[config.mk]
export PLATFORM = sky130hd
export DESIGN_NAME = dma_mmio_top
export DESIGN_NICKNAME = d
export VERILOG_FILES = /design/src/rtl/dma_pkg.sv /design/src/rtl/dma_chan_regs.sv /design/src/rtl/dma_seq.sv /design/src/rtl/dma_addr_gen.sv /design/src/rtl/dma_mmio_top.sv
export SDC_FILE = /design/constraint.sdc
export NUM_CORES = 1
export LEC_CHECK = 0
export BUFFER_PORTS_ARGS = -buffer_cell sky130_fd_sc_hd__buf_2
export CELL_PAD_IN_SITES_DETAIL_PLACEMENT = 1
export CELL_PAD_IN_SITES_GLOBAL_PLACEMENT = 1
export CORE_AREA = 2 2 157 313
export DETAILED_ROUTE_END_ITERATION = 12
export DIE_AREA = 0 0 159 315
export PLACE_DENSITY_LB_ADDON = 0.1
export SLEW_MARGIN = 20
export SYNTH_ARGS = -nofsm -noshare
export SYNTH_HDL_FRONTEND = slang
export SYNTH_SLANG_ARGS = --single-unit
[constraint.sdc]
create_clock -name clk -period 34 [get_ports clk]
set_input_delay 6.8 -clock clk [delete_from_list [all_inputs] [get_ports clk]]
set_output_delay 6.8 -clock clk [all_outputs]
set_load 0.02 [all_outputs]
[src/rtl/dma_pkg.sv]
package dma_pkg;
  parameter int SRC_W  = 24;
  parameter int LEN_W  = 16;
  parameter int DATA_W = 8;

  typedef enum logic [1:0] {
    PAT_ONE   = 2'd0,
    PAT_TWICE = 2'd1,
    PAT_PAIR  = 2'd2,
    PAT_ONE_B = 2'd3
  } pat_e;

  typedef enum logic [1:0] {
    STEP_INC1  = 2'd0,
    STEP_INC32 = 2'd1,
    STEP_HOLD  = 2'd2,
    STEP_DEC1  = 2'd3
  } step_e;

  typedef struct packed {
    logic              to_mem;
    pat_e              pat;
    step_e             step;
    logic [7:0]        dest;
    logic [SRC_W-1:0]  src;
    logic [LEN_W-1:0]  len;
  } chan_cfg_t;

  typedef enum logic [1:0] {
    SQ_IDLE = 2'd0,
    SQ_LOAD = 2'd1,
    SQ_XFER = 2'd2
  } seq_e;
endpackage

[src/rtl/dma_chan_regs.sv]
module dma_chan_regs
  import dma_pkg::*;
#(
  parameter int NUM_CH = 8,
  localparam int CH_W = $clog2(NUM_CH)
) (
  input  logic              clk,
  input  logic              rst_n,
  input  logic              wr_en,
  input  logic [CH_W-1:0]   wr_chan,
  input  logic [2:0]        wr_reg,
  input  logic [7:0]        wr_data,
  input  logic              adv_en,
  input  logic [CH_W-1:0]   adv_chan,
  input  logic [SRC_W-1:0]  adv_src,
  output chan_cfg_t         cfg_o [NUM_CH]
);

  for (genvar g = 0; g < NUM_CH; g++) begin : g_chan
    chan_cfg_t cur_q, cur_n;
    logic      hit, adv_hit;

    assign hit     = wr_en  && (wr_chan  == CH_W'(g));
    assign adv_hit = adv_en && (adv_chan == CH_W'(g));

    always_comb begin
      cur_n = cur_q;
      if (hit) begin
        case (wr_reg)
          3'd0: begin
            cur_n.to_mem = wr_data[7];
            cur_n.step   = step_e'(wr_data[3:2]);
            cur_n.pat    = pat_e'(wr_data[1:0]);
          end
          3'd1: cur_n.dest       = wr_data;
          3'd2: cur_n.src[7:0]   = wr_data;
          3'd3: cur_n.src[15:8]  = wr_data;
          3'd4: cur_n.src[23:16] = wr_data;
          3'd5: cur_n.len[7:0]   = wr_data;
          3'd6: cur_n.len[15:8]  = wr_data;
          default: ;
        endcase
      end
      if (adv_hit) cur_n.src = adv_src;
    end

    always_ff @(posedge clk or negedge rst_n) begin
      if (!rst_n)              cur_q <= '0;
      else if (hit || adv_hit) cur_q <= cur_n;
    end

    assign cfg_o[g] = cur_q;
  end

endmodule

[src/rtl/dma_seq.sv]
module dma_seq
  import dma_pkg::*;
#(
  parameter int NUM_CH = 8,
  localparam int CH_W  = $clog2(NUM_CH),
  localparam int CNT_W = LEN_W + 1
) (
  input  logic              clk,
  input  logic              rst_n,
  input  logic              start,
  input  logic [NUM_CH-1:0] start_mask,
  input  logic [LEN_W-1:0]  pick_len,
  output logic [CH_W-1:0]   pick_ch,
  output logic [CH_W-1:0]   cur_ch,
  output logic              xfer,
  output logic              phase,
  output logic              halt,
  output logic [NUM_CH-1:0] en_mask
);

  seq_e              st_q, st_n;
  logic [NUM_CH-1:0] en_q, en_n;
  logic [CNT_W-1:0]  cnt_q, cnt_n;
  logic              ph_q, ph_n;
  logic [CH_W-1:0]   cur_q, cur_n;
  logic              step_en;

  // lowest selected channel wins
  always_comb begin
    pick_ch = '0;
    for (int i = NUM_CH - 1; i >= 0; i--) begin
      if (en_q[i]) pick_ch = CH_W'(i);
    end
  end

  always_comb begin
    st_n  = st_q;
    en_n  = en_q;
    cnt_n = cnt_q;
    ph_n  = ph_q;
    cur_n = cur_q;
    case (st_q)
      SQ_IDLE: begin
        if (start) begin
          en_n = start_mask;
          st_n = SQ_LOAD;
        end
      end
      SQ_LOAD: begin
        cur_n = pick_ch;
        cnt_n = (pick_len == '0) ? {1'b1, {LEN_W{1'b0}}} : {1'b0, pick_len};
        ph_n  = 1'b0;
        st_n  = SQ_XFER;
      end
      SQ_XFER: begin
        cnt_n = cnt_q - CNT_W'(1);
        ph_n  = ~ph_q;
        if (cnt_q == CNT_W'(1)) begin
          en_n = en_q & ~(NUM_CH'(1) << cur_q);
          st_n = (en_n != '0) ? SQ_LOAD : SQ_IDLE;
        end
      end
      default: st_n = SQ_IDLE;
    endcase
  end

  assign step_en = (st_q != SQ_IDLE) || start;

  always_ff @(posedge clk or negedge rst_n) begin
    if (!rst_n) begin
      st_q  <= SQ_IDLE;
      en_q  <= '0;
      cnt_q <= '0;
      ph_q  <= 1'b0;
      cur_q <= '0;
    end else if (step_en) begin
      st_q  <= st_n;
      en_q  <= en_n;
      cnt_q <= cnt_n;
      ph_q  <= ph_n;
      cur_q <= cur_n;
    end
  end

  assign cur_ch  = cur_q;
  assign xfer    = (st_q == SQ_XFER);
  assign phase   = ph_q;
  assign halt    = (st_q != SQ_IDLE);
  assign en_mask = en_q;

endmodule

[src/rtl/dma_addr_gen.sv]
module dma_addr_gen
  import dma_pkg::*;
(
  input  pat_e              pat,
  input  step_e             step,
  input  logic [7:0]        dest,
  input  logic [SRC_W-1:0]  src,
  input  logic              phase,
  output logic [7:0]        vid_lo,
  output logic              advance,
  output logic [SRC_W-1:0]  next_src
);

  logic off;

  assign off     = (pat == PAT_PAIR) ? phase : 1'b0;
  assign vid_lo  = dest + {7'd0, off};
  assign advance = (pat == PAT_TWICE) ? phase : 1'b1;

  always_comb begin
    case (step)
      STEP_INC1:  next_src = src + SRC_W'(1);
      STEP_INC32: next_src = src + SRC_W'(32);
      STEP_HOLD:  next_src = src;
      default:    next_src = src - SRC_W'(1);
    endcase
  end

endmodule

[src/rtl/dma_mmio_top.sv]
module dma_mmio_top
  import dma_pkg::*;
#(
  parameter int         NUM_CH = 8,
  parameter logic [7:0] VID_HI = 8'h21,
  localparam int        CH_W   = $clog2(NUM_CH)
) (
  input  logic              clk,
  input  logic              rst_n,
  input  logic              cfg_we,
  input  logic [6:0]        cfg_addr,
  input  logic [7:0]        cfg_wdata,
  output logic              cpu_halt,
  output logic              mem_req,
  output logic              mem_we,
  output logic [SRC_W-1:0]  mem_addr,
  output logic [DATA_W-1:0] mem_wdata,
  input  logic [DATA_W-1:0] mem_rdata,
  output logic              vid_req,
  output logic              vid_we,
  output logic [15:0]       vid_addr,
  output logic [DATA_W-1:0] vid_wdata,
  input  logic [DATA_W-1:0] vid_rdata
);

  logic              rs0_q, rst_q;
  chan_cfg_t         cfg [NUM_CH];
  logic              ch_wr, en_wr, start;
  logic [CH_W-1:0]   pick_ch, cur_ch;
  logic              xfer, phase, halt;
  logic [NUM_CH-1:0] en_mask;
  logic [7:0]        vid_lo;
  logic              advance;
  logic [SRC_W-1:0]  next_src;

  // reset synchroniser: assert asynchronously, release on clock
  always_ff @(posedge clk or negedge rst_n) begin
    if (!rst_n) begin
      rs0_q <= 1'b0;
      rst_q <= 1'b0;
    end else begin
      rs0_q <= 1'b1;
      rst_q <= rs0_q;
    end
  end

  assign ch_wr = cfg_we && !cfg_addr[6] && !halt;
  assign en_wr = cfg_we && (cfg_addr == 7'h40);
  assign start = en_wr && !halt && (cfg_wdata[NUM_CH-1:0] != '0);

  dma_chan_regs #(.NUM_CH(NUM_CH)) regs_i (
    .clk      (clk),
    .rst_n    (rst_q),
    .wr_en    (ch_wr),
    .wr_chan  (cfg_addr[3 +: CH_W]),
    .wr_reg   (cfg_addr[2:0]),
    .wr_data  (cfg_wdata),
    .adv_en   (xfer && advance),
    .adv_chan (cur_ch),
    .adv_src  (next_src),
    .cfg_o    (cfg)
  );

  dma_seq #(.NUM_CH(NUM_CH)) seq_i (
    .clk        (clk),
    .rst_n      (rst_q),
    .start      (start),
    .start_mask (cfg_wdata[NUM_CH-1:0]),
    .pick_len   (cfg[pick_ch].len),
    .pick_ch    (pick_ch),
    .cur_ch     (cur_ch),
    .xfer       (xfer),
    .phase      (phase),
    .halt       (halt),
    .en_mask    (en_mask)
  );

  dma_addr_gen agen_i (
    .pat      (cfg[cur_ch].pat),
    .step     (cfg[cur_ch].step),
    .dest     (cfg[cur_ch].dest),
    .src      (cfg[cur_ch].src),
    .phase    (phase),
    .vid_lo   (vid_lo),
    .advance  (advance),
    .next_src (next_src)
  );

  assign cpu_halt  = halt;
  assign mem_req   = xfer;
  assign vid_req   = xfer;
  assign mem_we    = xfer &&  cfg[cur_ch].to_mem;
  assign vid_we    = xfer && !cfg[cur_ch].to_mem;
  assign mem_addr  = cfg[cur_ch].src;
  assign vid_addr  = {VID_HI, vid_lo};
  assign vid_wdata = mem_rdata;
  assign mem_wdata = vid_rdata;

endmodule

==> impl_metrics.env, run 1 <==
export IMPL_finalHoldViolCount=0
export IMPL_drv_cap=0
export IMPL_crit_start="vid_rdata[4]"
export IMPL_maxSlewViolCount=0
export IMPL_cts_tree="yes"
export IMPL_relSlewSlack_pct=24.1
export IMPL_use_met2_pct=53.3
export IMPL_grt_first_pass_wirelength_um=121000
export IMPL_core_sq_mm=0.0479
export IMPL_rows=114
export IMPL_root_buffer="clkbuf_16"
export IMPL_wl_per_cell_um=25.5
export IMPL_worstMarginPinSlew_ps=1130
export IMPL_p_seq_share_pct=29.3
export IMPL_netlist_cell_type_count=81
export IMPL_clockBufferDepth=3
export IMPL_syn_to_final_growth_pct=8.66
export IMPL_syn_avg_cell_area_sq_um=10.6
export IMPL_die_area_sq_mm=0.0501
export IMPL_async_flop_share_pct=100
export IMPL_synthCells=2421
export IMPL_gp_congestion=0.858
export IMPL_combPwrFrac_pct=51.1
export IMPL_switching_share_pct=44.9
export IMPL_hpwlAfterDp_um=47700
export IMPL_portBuffers=54
export IMPL_rsz0062_at_grt="false"
export IMPL_die_x_um=159
export IMPL_path_clk_slew_ps=60
export IMPL_die_h_um=315
export IMPL_drcViolationCount=0
export IMPL_synth_top_cell_by_area="dfrtp_1"
export IMPL_ant_nets=0
export IMPL_cts_resized=0
export IMPL_yosys_warnings=0
export IMPL_fin_util_pct=57.9
export IMPL_clk_latency_ps=560
export IMPL_p_per_area_mw_per_mm2=100
export IMPL_top_usage_layer="met2"
export IMPL_final_setup_viol_count=0
export IMPL_routed_via_density=6.35
export IMPL_initial_utilization_pct=53.3
export IMPL_p_switching_mw=1.25
export IMPL_finClkSkew_ps=16.0
export IMPL_synth_most_common_cell="dfrtp_1"
export IMPL_timing_fmax_mhz=73.5
export IMPL_firstDrtPassIters=5
export IMPL_cts_inserted_buffers=43
export IMPL_detailroute_via_count=19400
export IMPL_grt_usage_pct=31.1
export IMPL_syn_area_sq_mm=0.0256
export IMPL_setup_worst_path_class="input pin to primary output"
export IMPL_cts_sinks=457
export IMPL_cp_required_ps=27200
export IMPL_status="completed"
export IMPL_critPathCaptureType="primary output"
export IMPL_synth_edf_count=0
export IMPL_holdCritStartpoint="rs0_q"
export IMPL_cp_arrival_ps=6800
export IMPL_setup_tns_ps=0
export IMPL_internal_power_mw=1.54
export IMPL_grt_overflow_total=0
export IMPL_post_place_ws_ps=20400
export IMPL_fin_nets=2437
export IMPL_hold_path_class="flop to flop"
export IMPL_grtUsageMet1_pct=40.7
export IMPL_ys_seq_elements=457
export IMPL_first_global_vias=20700
export IMPL_grt_max_degree=79
export IMPL_synthTopCellsByCount="457 x dfrtp_1, 306 x nand2_1, 298 x mux2_2"
export IMPL_postRouteWirelength_um=77700
export IMPL_p_leak_nw=12.4
export IMPL_yosysTopAreaCellShare_pct=44.7
export IMPL_ys_seq_area_share_pct=44.7
export IMPL_h_tree_depth=2
export IMPL_fin_crit_sh_pct=40.0
export IMPL_dpl_instance_area_sq_mm=0.0262
export IMPL_use_met3_pct=3.42
export IMPL_postCtsSetupRepairBufs=0
export IMPL_cts_hold_buffers=0
export IMPL_clkPwrFrac_pct=19.6
export IMPL_crit_path_max_fanout=1
export IMPL_n_antenna_cell=0
export IMPL_ios=95
export IMPL_layout_min_cycle_time_ps=13600
export IMPL_grt_antenna_before_repair=1
export IMPL_drt_iter0_drc=1459
export IMPL_ir_worst_vdd_mv=0.0869
export IMPL_start_kind="input pin"
export IMPL_finalWorstSetupSlack_ps=20400
export IMPL_r2r_start="seq_i.cur_ch[0]"
export IMPL_ys_flop_type="dfrtp_1"
export IMPL_final_area_sq_mm=0.0278
export IMPL_yosys_top_cells_area="dfrtp_1 45%, mux2_2 13%, mux2i_1 5.8%"
export IMPL_drive_above_1_share_pct=24.1
## state kept, by name, indices dropped and copies added (netlist names)
signal,cells
rs0_q,1
seq_i.en_mask,8
regs_i.cfg_o,424
rst_q,1
seq_i.st_q,2
seq_i.cnt_q,17
seq_i.phase,1
seq_i.cur_ch,3
## cell families (layout without fill, tap and decap cells)
family,after synthesis,after routing,share of synthesized area [%]
simple gates,682,682,12.1
mux,510,510,24.5
compound gates,465,465,11.6
flops,457,457,44.7
buf+inv,229,213,4.08
xor+xnor,51,51,1.78
fa+ha+maj,25,25,1.22
other cells,2,9,0.0294
## cell type report
cell class              count  area (sq um)
fillers                  5135         20200
well taps                 638           798
flip-flops and latches    457         11400
multi-input cells        1742         13200
repair buffers            104           646
inverters                  30           113
clock buffers              64          1310
clock inverters            15           278
## metrics by stage
stage	std cells	hold WS, ps	power [mW]
2_1_floorplan	2428	331	1.81
3_3_place_gp	2971	341	2.19
3_5_place_dp	2971	352	2.23
4_1_cts	3050	372	2.79
5_1_grt	3050	387	2.96
6_report	3050	364	2.79
## layout by cell type (no fill, tap or decap), types with 34 or more instances in the layout
cell type    n
nand2_1    306
clkbuf_16   45
nand3_1     67
a211oi_1    50
xnor2_1     34
dfrtp_1    453
buf_4       50
mux4_2      61
mux2i_1    149
nor2_1     130
buf_2       54
nor2b_1     51
mux2_2     298
o21ai_0    128
a21oi_1    136
## path summary, 6_finish.rpt
check / endpoint / slack [ps] / cells after the start
max: mem_wdata[4] / 20400 / 0
min: rst_q / 360 / 0
max reg2reg: regs_i.cfg_o[301] / 26190 / 18
min reg2reg: rst_q / 360 / 0
max in group asynchronous: rst_q / 27870 / 1
min in group asynchronous: regs_i.cfg_o[348] / 420 / 0
## routing by layer
metal	routed length, um	vias to the layer above
li1	-	8592
met1	32600	10100
met2	38500	523
met3	3480	145
met4	3090	2
met5	16	-
## power by group through the flow
stage	registers [mW]	clock network (mW)	logic [mW]
after floorplan	0.772	0	1.03
after global placement	0.814	0	1.38
after detailed placement	0.823	0	1.41
after CTS	0.817	0.553	1.42
after global routing	0.839	0.573	1.54
final	0.817	0.546	1.42
Power figures use the tool's default switching activity.
==> run 2, diff against run 1 <==
CORE_AREA = 2 2 163 325   (was 2 2 157 313)
DIE_AREA = 0 0 165 327   (was 0 0 159 315)
clock period = 13.1 ns   (was 34 ns; I/O delays follow)
==> run 2 against run 1 <==
Against the previous run:
- register-to-register slack lost 20000 ps
- hold slack got worse by 84 ps
- clock skew decreased by 6.1 ps
- critical endpoint is now vid_addr[7]
- clock-buffer cell count is the same
- core utilization fell by 4.2 points
==> impl_metrics.env, run 2 (synthesized netlist as in run 1, its figures left out) <==
export IMPL_root_buffer="clkbuf_16"
export IMPL_ir_worst_vdd_mv=0.261
export IMPL_final_cell_mix="453 x dfrtp_1, 306 x nand2_1, 298 x mux2_2"
export IMPL_ant_nets=0
export IMPL_final_area_sq_mm=0.0277
export IMPL_gp_congestion=0.922
export IMPL_cts_resized=0
export IMPL_finalWorstSetupSlack_ps=5860
export IMPL_critPathBufInv=2
export IMPL_drive_above_1_share_pct=24.1
export IMPL_start_kind="flop"
export IMPL_postCtsSetupRepairBufs=0
export IMPL_setup_worst_path_class="flop to primary output"
export IMPL_cp_arrival_ps=4620
export IMPL_syn_to_final_growth_pct=8.25
export IMPL_layout_min_cycle_time_ps=7240
export IMPL_setup_tns_ps=0
export IMPL_regToRegSetupSlack_ps=6030
export IMPL_relSlewSlack_pct=22.5
export IMPL_cts_tree="yes"
export IMPL_wl_per_cell_um=27.1
export IMPL_grt_usage_pct=31.6
export IMPL_drv_cap=0
export IMPL_grt_first_pass_wirelength_um=129000
export IMPL_hold_path_class="flop to asynchronous set/reset pin"
export IMPL_hpwlAfterDp_um=55200
export IMPL_clk_latency_ps=580
export IMPL_path_delay_family="buffers and inverters"
export IMPL_cts_hold_buffers=0
export IMPL_first_global_vias=21600
export IMPL_path_clk_slew_ps=60
export IMPL_drcViolationCount=0
export IMPL_critPathCaptureType="primary output"
export IMPL_drt_iter0_drc=1148
export IMPL_maxSlewViolCount=0
export IMPL_finalHoldViolCount=0
export IMPL_grt_max_degree=82
export IMPL_post_place_ws_ps=6020
export IMPL_die_area_sq_mm=0.0540
export IMPL_fin_util_pct=53.7
export IMPL_clockBufferDepth=3
export IMPL_fin_nets=2443
export IMPL_timing_fmax_mhz=138
export IMPL_postRouteWirelength_um=83400
export IMPL_r2r_cells=18
export IMPL_core_sq_mm=0.0515
export IMPL_final_setup_viol_count=0
export IMPL_n_fill_cell=5528
export IMPL_h_tree_depth=2
export IMPL_grt_antenna_before_repair=3
export IMPL_rsz0062_at_grt="false"
export IMPL_cts_sinks=457
export IMPL_firstDrtPassIters=5
export IMPL_crit_path_max_fanout=51
export IMPL_detailroute_via_count=19600
export IMPL_dpl_instance_area_sq_mm=0.0262
export IMPL_p_per_area_mw_per_mm2=259
export IMPL_die_x_um=165
export IMPL_largest_reg_flops=424
export IMPL_routed_via_density=6.37
export IMPL_power_total_mw=7.17
export IMPL_portBuffers=54
export IMPL_p_leak_nw=12.4
export IMPL_status="completed"
export IMPL_cpPeakStageDelay_ps=880
export IMPL_worstMarginPinSlew_ps=1160
export IMPL_cp_cell_sequence="buf_4 -> mux4_2 -> mux2i_1 -> and3_1 -> ha_1 -> nand3_1 -> nor3_1 -> nand2_1 -> xor2_1 -> buf_2"
export IMPL_hold_slack_ps=280
export IMPL_cts_inserted_buffers=44
export IMPL_r2r_start="seq_i.cur_ch[0]"
export IMPL_slowest_stage="dfrtp_4"
export IMPL_fin_crit_sh_pct=55.3
export IMPL_ios=95
export IMPL_stdcell_count=3078
export IMPL_rows=118
export IMPL_dp_cells=2997
export IMPL_finClkSkew_ps=9.91
export IMPL_final_common_cell="dfrtp_1"
export IMPL_initial_utilization_pct=49.6
export IMPL_cp_required_ps=10480
export IMPL_die_h_um=327
export IMPL_grt_overflow_total=0
export IMPL_r2r_end="regs_i.cfg_o[407]"
==> run 2: worst reg2reg max path: stages, from the launching register on <==
cell and delay (ps):
dfrtp_4 700, buf_4 850, mux4_2 610, nand2_1 80, and2_1 220, ha_1 600
clkinv_1 770, ha_1 650, a21o_1 200, a21o_1 190, a21oi_1 140, nor2b_1 80
or2_2 300, a221o_1 300, a31o_2 250, a22oi_1 220, xnor2_1 110, o21ai_1 490
a21oi_1 160
==> run 2: worst max path at each step <==
stage                          startpoint           endpoint  slack [ps]  cells past startpoint
final                     seq_i.cur_ch[1]        vid_addr[7]        5860                     10
after global routing      seq_i.cur_ch[0]  regs_i.cfg_o[354]        5520                     18
after CTS                 seq_i.cur_ch[1]        vid_addr[7]        5810                     10
after detailed placement  seq_i.cur_ch[0]  regs_i.cfg_o[407]        6020                     18
after global placement    seq_i.cur_ch[1]  regs_i.cfg_o[142]        6200                     18
after floorplan                     rst_q    regs_i.cfg_o[0]        5650                      0
==> run 2: final cells by class <==
| type | count | area, sq um | share of cell area, % |
|---|---|---|---|
| Timing Repair Buffer | 109 | 711 | 2.57 |
| Antenna cell | 1 | 2.50 | 0.00904 |
| Inverter | 30 | 113 | 0.407 |
| Multi-Input combinational cell | 1742 | 13200 | 47.6 |
| Tap cell | 660 | 826 | 2.98 |
| Clock buffer | 64 | 1280 | 4.62 |
| Sequential cell | 457 | 11400 | 41.4 |
| Clock inverter | 15 | 113 | 0.407 |
==> run 2: metal layers <==
layer	global-route usage [%]	part of all wire (%)	vias up	routed length [um]
li1	-	-	8599	-
met1	34.4	36	10200	29900
met2	58.4	54	528	45000
met3	3.33	3.8	236	3140
met4	17.7	6.5	4	5390
met5	0	0.022	-	18
==> run 2: where the power goes <==
part / total (mW) / internal [mW] / switching [mW] / leakage [nW]
combinational: 3.80 / 1.33 / 2.47 / 5.81
sequential: 2.11 / 1.81 / 0.295 / 5.85
clock: 1.26 / 0.698 / 0.564 / 0.688
total: 7.17 / 3.84 / 3.33 / 12.4
==> run 3, diff against run 2 <==
CORE_AREA = 2 2 172 343   (was 2 2 163 325)
DIE_AREA = 0 0 174 345   (was 0 0 165 327)
clock period = 6.2 ns   (was 13.1 ns; I/O delays follow)
==> run 3 against run 2 <==
Against the previous run:
- core utilization down 4.8 points
- sequential share of layout area down 0.66 points
- first-iteration DRC count down 1.9%
- clock power up 140%
- power up 120%
- routed wire length down 2.7%
- setup slack worse by 5100 ps
- critical path type is now flop to flop
- highest routed layer unchanged
==> impl_metrics.env, run 3 (synthesized netlist as in run 1, its figures left out) <==
export IMPL_status="completed"
export IMPL_critPathCaptureType="flop"
export IMPL_routed_via_density=5.97
export IMPL_slowest_stage="dfrtp_4"
export IMPL_maxSlewViolCount=0
export IMPL_relSlewSlack_pct=30.6
export IMPL_finalWorstSetupSlack_ps=808
export IMPL_hpwlAfterDp_um=51100
export IMPL_grt_overflow_total=0
export IMPL_clockBufferDepth=3
export IMPL_setup_worst_path_class="flop to flop"
export IMPL_hold_slack_ps=348
export IMPL_die_h_um=345
export IMPL_switching_share_pct=44.9
export IMPL_ant_nets=0
export IMPL_hold_path_class="flop to flop"
export IMPL_drt_iter0_drc=1126
export IMPL_drcViolationCount=0
export IMPL_clkPwrFrac_pct=19.6
export IMPL_p_leak_nw=12.5
export IMPL_fin_nets=2451
export IMPL_power_total_mw=15.6
export IMPL_timing_fmax_mhz=185
export IMPL_gp_congestion=0.777
export IMPL_p_switching_mw=7.00
export IMPL_cp_arrival_ps=5810
export IMPL_grt_first_pass_wirelength_um=126000
export IMPL_ir_worst_vdd_mv=0.302
export IMPL_grt_max_degree=158
export IMPL_final_cell_mix="453 x dfrtp_1, 306 x nand2_1, 298 x mux2_2"
export IMPL_rows=125
export IMPL_p_seq_share_pct=28.4
export IMPL_layout_min_cycle_time_ps=5390
export IMPL_largest_reg_flops=424
export IMPL_start_kind="flop"
export IMPL_path_clk_slew_ps=70
export IMPL_grt_usage_pct=27.1
export IMPL_drive_above_1_share_pct=24.5
export IMPL_stdcell_count=3188
export IMPL_combPwrFrac_pct=52.1
export IMPL_syn_to_final_growth_pct=10.0
export IMPL_critPathBufInv=1
export IMPL_dp_cells=3106
export IMPL_crit_path_max_fanout=21
export IMPL_ios=95
export IMPL_cts_hold_buffers=0
export IMPL_postCtsSetupRepairBufs=0
export IMPL_internal_power_mw=8.61
export IMPL_setup_tns_ps=0
export IMPL_cpPeakStageDelay_ps=650
export IMPL_die_area_sq_mm=0.0600
export IMPL_path_delay_family="compound AO/OA/AOI/OAI gates"
export IMPL_postRouteWirelength_um=81200
export IMPL_first_global_vias=20500
export IMPL_rsz0062_at_grt="false"
export IMPL_detailroute_via_count=19000
export IMPL_cp_cell_sequence="mux4_2 -> nand2_1 -> and2_1 -> ha_1 -> clkinv_2 -> ha_1 -> a21o_1 -> a21o_1 -> a21oi_1 -> nor2b_1 -> or2_2 -> a221o_1 -> a31o_2 -> a22oi_1 -> xnor2_1 -> o21ai_1 -> a21oi_1"
export IMPL_cp_required_ps=6610
export IMPL_cts_sinks=457
export IMPL_h_tree_depth=2
export IMPL_final_setup_viol_count=0
export IMPL_worstMarginPinSlew_ps=1040
export IMPL_clk_latency_ps=570
export IMPL_core_sq_mm=0.0576
export IMPL_finClkSkew_ps=18.6
export IMPL_n_fill_cell=6282
export IMPL_portBuffers=54
export IMPL_post_place_ws_ps=776
export IMPL_cts_resized=0
export IMPL_cts_inserted_buffers=46
export IMPL_finalHoldViolCount=0
export IMPL_grt_antenna_before_repair=5
export IMPL_p_per_area_mw_per_mm2=555
export IMPL_initial_utilization_pct=44.4
export IMPL_firstDrtPassIters=5
export IMPL_drv_cap=0
export IMPL_root_buffer="clkbuf_16"
export IMPL_die_x_um=174
export IMPL_cts_tree="yes"
export IMPL_wl_per_cell_um=25.5
export IMPL_fin_crit_sh_pct=87.0
export IMPL_final_common_cell="dfrtp_1"
[run 3: cell count changes in the layout (fill, tap and decap cells not counted), moves of 2 or more]
| cell | delta |
|---|---|
| buf_6 | -2 |
| clkinv_2 | -7 |
| clkbuf_16 | +2 |
| buf_12 | +4 |
| bufinv_16 | +7 |
| buf_4 | +5 |
[run 3: path summary, 6_finish.rpt]
path,slack [ps],start,end,depth (start not counted)
worst max register to register,810,seq_i.cur_ch[0],regs_i.cfg_o[248],17
min in group asynchronous,380,rst_q,regs_i.cfg_o[238],0
worst min register to register,350,rs0_q,rst_q,0
worst min-delay path,350,rs0_q,rst_q,0
worst max-delay path,810,seq_i.cur_ch[0],regs_i.cfg_o[248],17
max in group asynchronous,4420,rst_q,seq_i.cur_ch[1],1
[run 3: cell type report]
type	instances	area, sq um	share of cell area, %
diodes	1	2.50	0.00890
clock buffers	68	1350	4.78
clock inverters	13	274	0.975
inverters	30	114	0.405
multi-input cells	1742	13200	46.9
flip-flops and latches	457	11400	40.7
well taps	762	953	3.39
repair buffers	115	778	2.77
[run 3: per-layer routing]
metal  wire length (um)  up-vias  GRT usage, %
met5                 14        -             0
li1                   -     8612             -
met3               2680      149          2.90
met4               3220        4          9.69
met1              35600     9906          35.8
met2              39700      372          46.1
[run 3: power by group through the flow]
stage	clock, mW	combinational, mW	sequential [mW]
after global routing	3.21	8.84	4.54
after floorplan	0	5.67	4.22
after detailed placement	0	8.14	4.47
after global placement	0	7.98	4.43
final	3.05	8.13	4.43
after CTS	3.12	8.17	4.43
[run 3: stage by stage]
step	cell area, sq um	utilization (%)
after floorplan	25600	-
after global placement	26500	46.0
after detailed placement	26500	46.0
after CTS	28100	48.8
after global routing	28100	48.8
final	28100	48.8
